File: src/rtl/tmr_pkg.sv
package tmr_pkg;
  localparam int CNT_W  = 16;
  localparam int DATA_W = 16;
  localparam int ADDR_W = 2;

  typedef enum logic [ADDR_W-1:0] {
    A_CTRL  = 2'd0,
    A_COUNT = 2'd1,
    A_CAPT  = 2'd2,
    A_NONE  = 2'd3
  } reg_addr_t;

  // Control register layout, bit0 at the bottom.
  typedef struct packed {
    logic flag_ovf; // bit7
    logic flag_cap; // bit6
    logic irq_en;   // bit5
    logic div12;    // bit4
    logic cap_en;   // bit3
    logic run;      // bit2
    logic ext_cnt;  // bit1
    logic cap_sel;  // bit0
  } ctrl_t;

  localparam int CTRL_W   = $bits(ctrl_t);
  localparam int BIT_FCAP = 6;
  localparam int BIT_FOVF = 7;
endpackage

File: src/rtl/tmr_rst_sync.sv
module tmr_rst_sync #(
  parameter int STAGES = 2
) (
  input  logic clk,
  input  logic rst_n,
  output logic rst_sync_n
);
  logic [STAGES-1:0] chain_q;
  logic [STAGES-1:0] chain_d;

  always_comb begin
    chain_d = {chain_q[STAGES-2:0], 1'b1};
  end

  always_ff @(posedge clk or negedge rst_n) begin
    if (!rst_n) chain_q <= '0;
    else        chain_q <= chain_d;
  end

  assign rst_sync_n = chain_q[STAGES-1];
endmodule

File: src/rtl/tmr_fall_det.sv
module tmr_fall_det #(
  parameter int STAGES = 2
) (
  input  logic clk,
  input  logic rst_n,
  input  logic pin_i,
  output logic fall_o
);
  logic [STAGES-1:0] sync_q;
  logic [STAGES-1:0] sync_d;
  logic              prev_q;
  logic              prev_d;

  always_comb begin
    sync_d = {sync_q[STAGES-2:0], pin_i};
    prev_d = sync_q[STAGES-1];
  end

  always_ff @(posedge clk or negedge rst_n) begin
    if (!rst_n) begin
      sync_q <= '0;
      prev_q <= 1'b0;
    end else begin
      sync_q <= sync_d;
      prev_q <= prev_d;
    end
  end

  assign fall_o = prev_q & ~sync_q[STAGES-1];
endmodule

File: src/rtl/tmr_prescale.sv
module tmr_prescale #(
  parameter int DIV = 12
) (
  input  logic clk,
  input  logic rst_n,
  output logic tick_o
);
  localparam int PW = (DIV > 1) ? $clog2(DIV) : 1;
  localparam logic [PW-1:0] LAST = PW'(DIV - 1);

  logic [PW-1:0] div_q;
  logic [PW-1:0] div_d;
  logic          at_last;

  always_comb begin
    at_last = (div_q == LAST);
    div_d   = at_last ? '0 : div_q + PW'(1);
  end

  always_ff @(posedge clk or negedge rst_n) begin
    if (!rst_n) div_q <= '0;
    else        div_q <= div_d;
  end

  assign tick_o = at_last;
endmodule

File: src/rtl/tmr_cnt_cap.sv
module tmr_cnt_cap #(
  parameter int W = 16
) (
  input  logic         clk,
  input  logic         rst_n,
  input  logic         mode_on,
  input  logic         cap_en,
  input  logic         tick,
  input  logic         cap_ev,
  input  logic         ld_en,
  input  logic [W-1:0] ld_val,
  input  logic         clr_cap,
  input  logic         clr_ovf,
  output logic [W-1:0] count_o,
  output logic [W-1:0] capt_o,
  output logic         flag_cap_o,
  output logic         flag_ovf_o
);
  localparam logic [W-1:0] TOP = '1;

  logic [W-1:0] count_q, count_d;
  logic [W-1:0] capt_q,  capt_d;
  logic         fcap_q,  fcap_d;
  logic         fovf_q,  fovf_d;
  logic         inc, wrap, take;

  always_comb begin
    inc  = mode_on & tick & ~ld_en;
    wrap = inc & (count_q == TOP);
    take = mode_on & cap_en & cap_ev;

    count_d = count_q;
    if (ld_en)    count_d = ld_val;
    else if (inc) count_d = count_q + W'(1);

    // pre-increment value is copied
    capt_d = take ? count_q : capt_q;

    fcap_d = take | (fcap_q & ~clr_cap);
    fovf_d = wrap | (fovf_q & ~clr_ovf);
  end

  always_ff @(posedge clk or negedge rst_n) begin
    if (!rst_n) begin
      count_q <= '0;
      capt_q  <= '0;
      fcap_q  <= 1'b0;
      fovf_q  <= 1'b0;
    end else begin
      count_q <= count_d;
      capt_q  <= capt_d;
      fcap_q  <= fcap_d;
      fovf_q  <= fovf_d;
    end
  end

  assign count_o    = count_q;
  assign capt_o     = capt_q;
  assign flag_cap_o = fcap_q;
  assign flag_ovf_o = fovf_q;
endmodule

File: src/rtl/evt_capture_timer.sv
module evt_capture_timer
  import tmr_pkg::*;
#(
  parameter int PRE_DIV   = 12,
  parameter int SYNC_STG  = 2
) (
  input  logic              clk,
  input  logic              rst_n,
  input  logic              reg_wr,
  input  logic [ADDR_W-1:0] reg_addr,
  input  logic [DATA_W-1:0] reg_wdata,
  output logic [DATA_W-1:0] reg_rdata,
  input  logic              cnt_pin,
  input  logic              cap_pin,
  output logic              irq
);
  logic             rst_sync_n;
  logic             cnt_fall_w, cap_fall_w, pre_tick_w, tick_w;
  logic             mode_on_w, cap_en_w, irq_en_w;
  logic             ctrl_wr, count_wr, clr_cap_w, clr_ovf_w;
  logic [CNT_W-1:0] count_w, capt_w;
  logic             flag_cap_w, flag_ovf_w;
  ctrl_t            ctrl_q, ctrl_d, ctrl_rd;
  reg_addr_t        addr_dec;

  tmr_rst_sync #(.STAGES(2)) u_rst (
    .clk(clk), .rst_n(rst_n), .rst_sync_n(rst_sync_n)
  );

  tmr_fall_det #(.STAGES(SYNC_STG)) u_cnt_edge (
    .clk(clk), .rst_n(rst_sync_n), .pin_i(cnt_pin), .fall_o(cnt_fall_w)
  );

  tmr_fall_det #(.STAGES(SYNC_STG)) u_cap_edge (
    .clk(clk), .rst_n(rst_sync_n), .pin_i(cap_pin), .fall_o(cap_fall_w)
  );

  tmr_prescale #(.DIV(PRE_DIV)) u_pre (
    .clk(clk), .rst_n(rst_sync_n), .tick_o(pre_tick_w)
  );

  always_comb begin
    addr_dec  = reg_addr_t'(reg_addr);
    ctrl_wr   = reg_wr & (addr_dec == A_CTRL);
    count_wr  = reg_wr & (addr_dec == A_COUNT);
    clr_cap_w = ctrl_wr & ~reg_wdata[BIT_FCAP];
    clr_ovf_w = ctrl_wr & ~reg_wdata[BIT_FOVF];

    ctrl_d = ctrl_q;
    if (ctrl_wr) begin
      ctrl_d          = ctrl_t'(reg_wdata[CTRL_W-1:0]);
      ctrl_d.flag_cap = 1'b0;
      ctrl_d.flag_ovf = 1'b0;
    end

    mode_on_w = ctrl_q.cap_sel & ctrl_q.run;
    cap_en_w  = ctrl_q.cap_en;
    irq_en_w  = ctrl_q.irq_en;

    if (ctrl_q.ext_cnt)    tick_w = cnt_fall_w;
    else if (ctrl_q.div12) tick_w = pre_tick_w;
    else                   tick_w = 1'b1;
  end

  always_ff @(posedge clk or negedge rst_sync_n) begin
    if (!rst_sync_n) ctrl_q <= '0;
    else             ctrl_q <= ctrl_d;
  end

  tmr_cnt_cap #(.W(CNT_W)) u_core (
    .clk(clk), .rst_n(rst_sync_n),
    .mode_on(mode_on_w), .cap_en(cap_en_w),
    .tick(tick_w), .cap_ev(cap_fall_w),
    .ld_en(count_wr), .ld_val(reg_wdata[CNT_W-1:0]),
    .clr_cap(clr_cap_w), .clr_ovf(clr_ovf_w),
    .count_o(count_w), .capt_o(capt_w),
    .flag_cap_o(flag_cap_w), .flag_ovf_o(flag_ovf_w)
  );

  always_comb begin
    ctrl_rd          = ctrl_q;
    ctrl_rd.flag_cap = flag_cap_w;
    ctrl_rd.flag_ovf = flag_ovf_w;
    case (addr_dec)
      A_CTRL:  reg_rdata = DATA_W'(ctrl_rd);
      A_COUNT: reg_rdata = DATA_W'(count_w);
      A_CAPT:  reg_rdata = DATA_W'(capt_w);
      default: reg_rdata = '0;
    endcase
  end

  assign irq = irq_en_w & (flag_cap_w | flag_ovf_w);
endmodule

File: config.mk
export PLATFORM = sky130hd
export DESIGN_NAME = evt_capture_timer
export DESIGN_NICKNAME = d
export VERILOG_FILES = /design/src/rtl/tmr_pkg.sv /design/src/rtl/tmr_rst_sync.sv /design/src/rtl/tmr_fall_det.sv /design/src/rtl/tmr_prescale.sv /design/src/rtl/tmr_cnt_cap.sv /design/src/rtl/evt_capture_timer.sv
export SDC_FILE = /design/constraint.sdc
export NUM_CORES = 1
export LEC_CHECK = 0
export BUFFER_PORTS_ARGS = -buffer_cell sky130_fd_sc_hd__buf_2
export CAP_MARGIN = 20
export CORE_ASPECT_RATIO = 0.5
export CORE_MARGIN = 3
export CORE_UTILIZATION = 50
export CTS_BUF_LIST = sky130_fd_sc_hd__clkbuf_4 sky130_fd_sc_hd__clkbuf_8
export DETAILED_ROUTE_END_ITERATION = 8
export GPL_ROUTABILITY_DRIVEN = 0
export GPL_TIMING_DRIVEN = 1
export PLACE_DENSITY = 0.74
export SLEW_MARGIN = 20
export SYNTH_ARGS = -nofsm -noshare
export SYNTH_HDL_FRONTEND = slang
export SYNTH_HIERARCHICAL = 1
export SYNTH_SLANG_ARGS = --single-unit
File: constraint.sdc
create_clock -name clk -period 2 [get_ports clk]
set_input_delay 0.4 -clock clk [delete_from_list [all_inputs] [get_ports clk]]
set_output_delay 0.4 -clock clk [all_outputs]
set_load 0.02 [all_outputs]
==> out/qor.csv, run 1 <==
metric,value,unit
result_of_the_run,"finished, final reports clean",
slew_violations,0,
maxSlewHeadroom,0.590,
die_height,56.4,um
synth-seq-area-share,0.511,
post-synth-top-count-cell,sky130_fd_sc_hd__dfrtp_1,
share_of_synthesized_registers_carrying_an_async_set_or_reset,1.00,
setup_repair_after_global_routing_missed_its_margin,true,
globalRouteMet2Util,0.294,
design_power_total,0.00297,W
cp_slowest_cell,sky130_fd_sc_hd__or4_4,
die-area,6030,um2
die-width,107,um
route.detailed.drc,0,
core-area,4640,um2
grt_util_all_layers,0.184,
drt_pass1_iterations,4,
hold_violations,0,
synth_edf_count,0,
synthesis.nets,242,
initial_utilization,0.549,
timing_worst_slew_pin_value,0.614,ns
worstSetupPathDepth,9,
cts_buffer_depth,2,
insertedDiodeCount,0,
antenna_violating_nets_post_route,0,
io_pins,40,
hp-class,in -> reg,
yosys.area.top_type,sky130_fd_sc_hd__dfrtp_1,
grt_antenna_before_repair,0,
post-route-cell-area,3110,um2
synth.yosys.warnings,6,
routed_wirelength,5140,um
final_net_count,297,
cpLargestDelayFamily,simple AND/OR/NAND/NOR gates,
worstPathCellList,"ha_4, nand2b_4, nor2_4, nor3b_2, a21oi_2, nand2_2, or4_4, xor2_1, o21ai_1",
vias,1870,
grt_overflow_total,0,
drt_iter0_drc,91,
ff2ff_path_depth,9,
cts.sink_count,52,
number_of_clock_buffers_inserted_by_tritoncts,5,
final_min_period,1.93,ns
synth-main-ff-cell,sky130_fd_sc_hd__dfrtp_1,
arrival,2.16,ns
crit_path_start_kind,flip-flop,
timing_worst_setup_path_type,reg -> reg,
layout-area-overhead-vs-synth,22.2,%
synth.lib_cells_used.distinct,38,
post_drt_via_cell_ratio,5.52,
required,2.24,ns
irDropWorstVdd,0.000478,V
most_used_standard_cells_in_the_synthesized_netlist,"sky130_fd_sc_hd__dfrtp_1, sky130_fd_sc_hd__mux2_2, sky130_fd_sc_hd__nand2_1, sky130_fd_sc_hd__o21ai_1, sky130_fd_sc_hd__xor2_1",
crit_path_end_kind,flip-flop,
fmax,519,MHz
gr-max-usage-layer,met2,
global_route.usage.met1,0.239,
finalCritPeriodShare,0.963,
clk_pin_slew,0.08,ns
worst-path-max-fanout,5,
synthDominantCellAreaShare,0.511,
post_drt_wl_per_cell,15.2,um
fin_hold_ws,0.200,ns
global_routing_met3_resource_utilization,0.0517,
placed_area,2910,um2
portBuffers,39,
pin_count_of_the_biggest_net_entering_global_routing,51,
placementRows,17,
clk_latency,0.30,ns
timing.critical_path.buf_inv,0,
cp_slowest_stage_delay,0.49,ns
synth_seq_cells,52,
fin_skew,0.00302,ns
report.final.setup_viol,0,
synth_top_cells_by_area,"sky130_fd_sc_hd__dfrtp_1, sky130_fd_sc_hd__mux2_2, sky130_fd_sc_hd__mux2i_1",
hpwlAfterDp,3740,um
clk_root_buffer_cell,sky130_fd_sc_hd__clkbuf_8,
clock_tree_from_tritoncts,built,
post_synth_inst_count,217,
power.static_leakage,1.42,nW
cap_viol_max_count,0,
grt_pass1_wl,8570,um
hold_depth,1,
layout-drive-gt1-share,0.396,
power.density,954,nW/um2
grt_pass1_vias,1806,
avgSynthCellArea,11.7,um2
post_synth_instance_area,2540,um2
htree_num_levels,2,
==> metal layers <==
metal / vias up / part of all wire
met5: - / 0
met4: 0 / 0.019
met3: 12 / 0.048
met2: 35 / 0.46
met1: 931 / 0.48
li1: 892 / -
==> flip-flops by register name, summed over array words and instances, names as in the netlist, 2 cells and up <==
| register | count |
|---|---|
| u_core/capt_o | 16 |
| u_core/count_o | 16 |
| ctrl_q | 4 |
| u_pre/div_q | 4 |
| u_cap_edge/sync_q | 2 |
| u_cnt_edge/sync_q | 2 |
| u_rst/chain_q | 2 |
==> per-stage QoR <==
step	setup slack, ns	util	TNS [ns]	cells
detailed placement	-0.0766	0.627	-0.103	327
global placement	-0.0139	0.627	-0.0139	327
floorplan	0.0243	-	0	217
CTS	0.000751	0.658	0	338
global route	-0.0290	0.671	-0.0831	339
finish	0.0747	0.671	0	339
==> cell type report <==
type / count / area [um2]
Multi-Input combinational cell: 151 / 1250
Tap cell: 66 / 82.6
Inverter: 4 / 15.0
Clock buffer: 8 / 97.6
Fill cell: 368 / 1530
Sequential cell: 52 / 1300
Timing Repair Buffer: 58 / 357
==> worst paths after layout <==
check	from	end	slack (ns)
max	u_pre/div_q[0]	u_core/count_o[9]	0.07
min	cap_pin	u_cap_edge/sync_q[0]	0.20
max reg2reg	u_pre/div_q[0]	u_core/count_o[9]	0.07
min reg2reg	u_rst/chain_q[0]	u_rst/chain_q[1]	0.36
max in group asynchronous	u_rst/chain_q[1]	u_core/flag_ovf_o	1.22
min in group asynchronous	u_rst/chain_q[1]	u_core/capt_o[0]	0.37
==> placed cells by master, fill, tap and decap left out, types with 2 or more instances in the layout <==
master	n
sky130_fd_sc_hd__o21ai_1	13
sky130_fd_sc_hd__nand2_1	19
sky130_fd_sc_hd__nand3_1	8
sky130_fd_sc_hd__nor2b_1	4
sky130_fd_sc_hd__inv_1	4
sky130_fd_sc_hd__clkbuf_8	6
sky130_fd_sc_hd__a22o_1	8
sky130_fd_sc_hd__o2bb2ai_1	8
sky130_fd_sc_hd__and2_1	2
sky130_fd_sc_hd__clkbuf_4	2
sky130_fd_sc_hd__nand2b_1	2
sky130_fd_sc_hd__mux2_2	23
sky130_fd_sc_hd__mux2i_1	10
sky130_fd_sc_hd__dfrtp_1	51
sky130_fd_sc_hd__o31a_1	2
sky130_fd_sc_hd__nand4_1	6
sky130_fd_sc_hd__buf_2	39
sky130_fd_sc_hd__xor2_1	11
sky130_fd_sc_hd__nor2b_4	2
sky130_fd_sc_hd__nor4_1	2
sky130_fd_sc_hd__nor4_4	3
sky130_fd_sc_hd__buf_4	16
sky130_fd_sc_hd__and4_1	2
sky130_fd_sc_hd__nand3_2	2
sky130_fd_sc_hd__o21ai_0	5
sky130_fd_sc_hd__xnor2_1	2
==> worst register-to-register path, cell delays in order, from the launching register on <==
cell and delay [ns]:
sky130_fd_sc_hd__dfrtp_1 0.41, sky130_fd_sc_hd__ha_4 0.17, sky130_fd_sc_hd__nand2b_4 0.06, sky130_fd_sc_hd__nor2_4 0.09
sky130_fd_sc_hd__nor3b_2 0.05, sky130_fd_sc_hd__a21oi_2 0.22, sky130_fd_sc_hd__nand2_2 0.10, sky130_fd_sc_hd__or4_4 0.49
sky130_fd_sc_hd__xor2_1 0.15, sky130_fd_sc_hd__o21ai_1 0.12
==> power breakdown <==
part	total [W]	switching (W)	leakage, nW	internal [W]
registers	0.00155	0.000239	0.641	0.00132
logic	0.000785	0.000384	0.722	0.000401
clock network	0.000627	0.000317	0.0523	0.000310
total	0.00297	0.000940	1.42	0.00203
==> kinds of logic after synthesis <==
kind of cell | Yosys count | synth area share
simple gates | 64 | 0.161
flops | 52 | 0.511
compound gates | 38 | 0.102
mux | 33 | 0.141
buf+inv | 14 | 0.0280
xor+xnor | 13 | 0.0447
fa+ha+maj | 2 | 0.00983
other cells | 1 | 0.00147
==> timing repair <==
action,CTS,global route
pin swaps,2,10
endpoints found under the setup margin,3,7
resized for setup,3,8
buffers inserted,2,1
gates cloned,0,0
hold endpoints to repair,2,0
hold buffers,1,0
(Power assumes the default switching activity.)
==> run 2: changes to the inputs <==
Settings changed: ABC_AREA set to 1, PLACE_DENSITY 0.74 to 0.76, TNS_END_PERCENT set to 50.
Clock period 2 ns to 1.55 ns, I/O delays scaled along.
==> run 2 against run 1 <==
Against the previous run: the run now ends with setup timing left; clock-buffer cell count fell by 2; combinational power rose by 55%; cell count rose by 43%; synthesized area rose by 7.3%; sequential power rose by 30%; wire length rose by 39%; fmax rose by 19%; sequential share of layout area fell by 2.8 points; clock skew rose by 0.0042 ns; non-clock buffer count rose by 8; flip-flop and latch count did not move; critical endpoint is now u_core/count_o[6]; largest power group unchanged; highest routed layer unchanged.
==> out/qor.csv, run 2 <==
metric,value,unit
core-area,5090,um2
timing_worst_setup_path_type,reg -> reg,
finalCritPeriodShare,1.05,
hold_violations,0,
reg2reg_setup_slack,-0.07,ns
power.density,1200,nW/um2
post_drt_via_cell_ratio,5.45,
report.final.setup_viol,13,
numPlacedInstances,473,
die-width,111,um
cts_buffer_depth,2,
initial_utilization,0.537,
synth_seq_cells,52,
arrival,1.85,ns
die_height,58.3,um
launch_instance_of_the_worst_min_delay_path,cap_pin,
final_net_count,441,
setup_repair_after_global_routing_missed_its_margin,true,
met1Wirelength,3170,um
number_of_clock_buffers_inserted_by_tritoncts,5,
crit_path_end_kind,flip-flop,
fin_ws,-0.0713,ns
yosys.area.top_type,sky130_fd_sc_hd__dfrtp_1,
irDropWorstVdd,0.000547,V
clk_latency,0.31,ns
pin_count_of_the_biggest_net_entering_global_routing,51,
post_layout_nonfiller_instances,486,
layout_commonest_cell,sky130_fd_sc_hd__nand2_1,
clk_pin_slew,0.09,ns
final_cell_mix,"sky130_fd_sc_hd__nand2_1, sky130_fd_sc_hd__nand3_1, sky130_fd_sc_hd__dfrtp_1",
synth.yosys.warnings,6,
portBuffers,39,
clock_tree_from_tritoncts,built,
share_of_synthesized_registers_carrying_an_async_set_or_reset,1.00,
fillers,445,
power.static_leakage,1.68,nW
grt_antenna_before_repair,0,
fmax,617,MHz
grt_pass1_wl,12200,um
hp-class,in -> reg,
ff2ff_path_depth,10,
cap_viol_max_count,0,
post_synth_inst_count,353,
most_used_standard_cells_in_the_synthesized_netlist,"sky130_fd_sc_hd__nand2_1, sky130_fd_sc_hd__nand3_1, sky130_fd_sc_hd__dfrtp_1, sky130_fd_sc_hd__inv_1, sky130_fd_sc_hd__o21ai_0",
route.detailed.drc,0,
synth_edf_count,0,
placementRows,18,
htree_num_levels,2,
grt_util_all_layers,0.237,
synth-seq-area-share,0.476,
fin_setup_tns,-0.370,ns
post_drt_wl_per_cell,14.7,um
synth-main-ff-cell,sky130_fd_sc_hd__dfrtp_1,
slew_violations,0,
worst-path-max-fanout,5,
layout-drive-gt1-share,0.267,
drt_iter0_drc,241,
wl_met2,3360,um
clk_root_buffer_cell,sky130_fd_sc_hd__clkbuf_8,
result_of_the_run,"complete, but fails checks",
grt_overflow_total,0,
cts.sink_count,52,
layout-area-overhead-vs-synth,22.0,%
routed_wirelength,7140,um
fin_skew,0.00722,ns
io_pins,40,
synth_top_cells_by_area,"sky130_fd_sc_hd__dfrtp_1, sky130_fd_sc_hd__nand2_1, sky130_fd_sc_hd__nand3_1",
violations_in_the_final_reports,setup timing,
antenna_violating_nets_post_route,0,
insertedDiodeCount,0,
top_layer_used,met4,
synth.lib_cells_used.distinct,30,
synthesis.nets,378,
crit_path_start_kind,flip-flop,
die-area,6440,um2
synthDominantCellAreaShare,0.476,
drt_pass1_iterations,5,
hold_depth,1,
avgSynthCellArea,7.74,um2
dr_wl_met3,423,um
launching_point_of_the_worst_reg2reg_path,u_pre/div_q[0],
final_min_period,1.62,ns
holdPathEnd,u_cap_edge/sync_q[0],
reg2reg_to,u_core/count_o[6],
post-synth-top-count-cell,sky130_fd_sc_hd__nand2_1,
vias,2651,
post_synth_instance_area,2730,um2
grt_pass1_vias,2722,
required,1.78,ns
hpwlAfterDp,5260,um
==> run 2: worst max-delay path, cell delays in order (launching register included) <==
cell and delay, ns:
sky130_fd_sc_hd__dfrtp_1 0.37, sky130_fd_sc_hd__ha_2 0.19, sky130_fd_sc_hd__nand3_2 0.07, sky130_fd_sc_hd__inv_1 0.05
sky130_fd_sc_hd__nor2_1 0.04, sky130_fd_sc_hd__o21ai_1 0.14, sky130_fd_sc_hd__nand2_2 0.16, sky130_fd_sc_hd__nor2_4 0.18
sky130_fd_sc_hd__buf_6 0.15, sky130_fd_sc_hd__nand2_2 0.05, sky130_fd_sc_hd__o211ai_1 0.15
==> run 2: report_power, final <==
group,switching [W],total (W),internal [W],leakage [nW]
Sequential,0.000341,0.00201,0.00167,0.660
Clock,0.000437,0.000763,0.000326,0.0445
Combinational,0.000769,0.00122,0.000453,0.976
==> run 2: worst max-delay path by stage <==
| stage | start | to | cells after the start |
|---|---|---|---|
| after floorplan | u_pre/div_q[0] | u_core/count_o[15] | 10 |
| after global placement | u_pre/div_q[1] | u_core/count_o[4] | 10 |
| after detailed placement | u_pre/div_q[1] | u_core/count_o[4] | 10 |
| after CTS | u_pre/div_q[1] | u_core/count_o[2] | 10 |
| after global routing | u_pre/div_q[1] | u_core/count_o[6] | 10 |
| final | u_pre/div_q[0] | u_core/count_o[6] | 10 |
==> run 2: layer usage <==
metal  global-route usage  vias up
li1                     -     1270
met1                0.297     1233
met2                0.409      124
met3               0.0448       24
met4                0.105        0
met5                    0        -
==> run 2: repair_timing <==
item,CTS,global route
resized for setup,14,15
gates cloned,1,0
setup endpoints to repair,17,25
pin swaps,10,10
hold endpoints to repair,2,0
hold buffers,1,0
buffers inserted,2,2
==> run 2: cell type report <==
type,count,area [um2],share of cell area
Timing Repair Buffer,66,427,0.128
Sequential cell,52,1300,0.391
Inverter,37,139,0.0417
Multi-Input combinational cell,254,1290,0.388
Clock inverter,1,5.00,0.00150
Tap cell,70,87.6,0.0263
Clock buffer,6,76.3,0.0229
==> run 2: metrics by stage <==
stage / worst slack (ns) / utilization / area [um2] / power (W) / hold WS [ns]
after floorplan: 0.0153 / - / 2740 / 0.00272 / 0.0144
after detailed placement: -0.200 / 0.616 / 3130 / 0.00317 / 0.0987
after CTS: -0.0476 / 0.645 / 3280 / 0.00395 / 0.0970
final: -0.0713 / 0.655 / 3330 / 0.00399 / 0.100
after global routing: -0.181 / 0.655 / 3330 / 0.00425 / 0.0971
after global placement: -0.115 / 0.616 / 3130 / 0.00311 / 0.0957
==> run 2: logic make-up after synthesis <==
group / Yosys count / synth area share
buffers and inverters: 47 / 0.0719
AOI/OAI and AO/OA: 39 / 0.0815
adders and majority gates: 2 / 0.00916
muxes: 2 / 0.00824
DFF: 52 / 0.476
and+or+nand+nor: 210 / 0.351
other: 1 / 0.00137
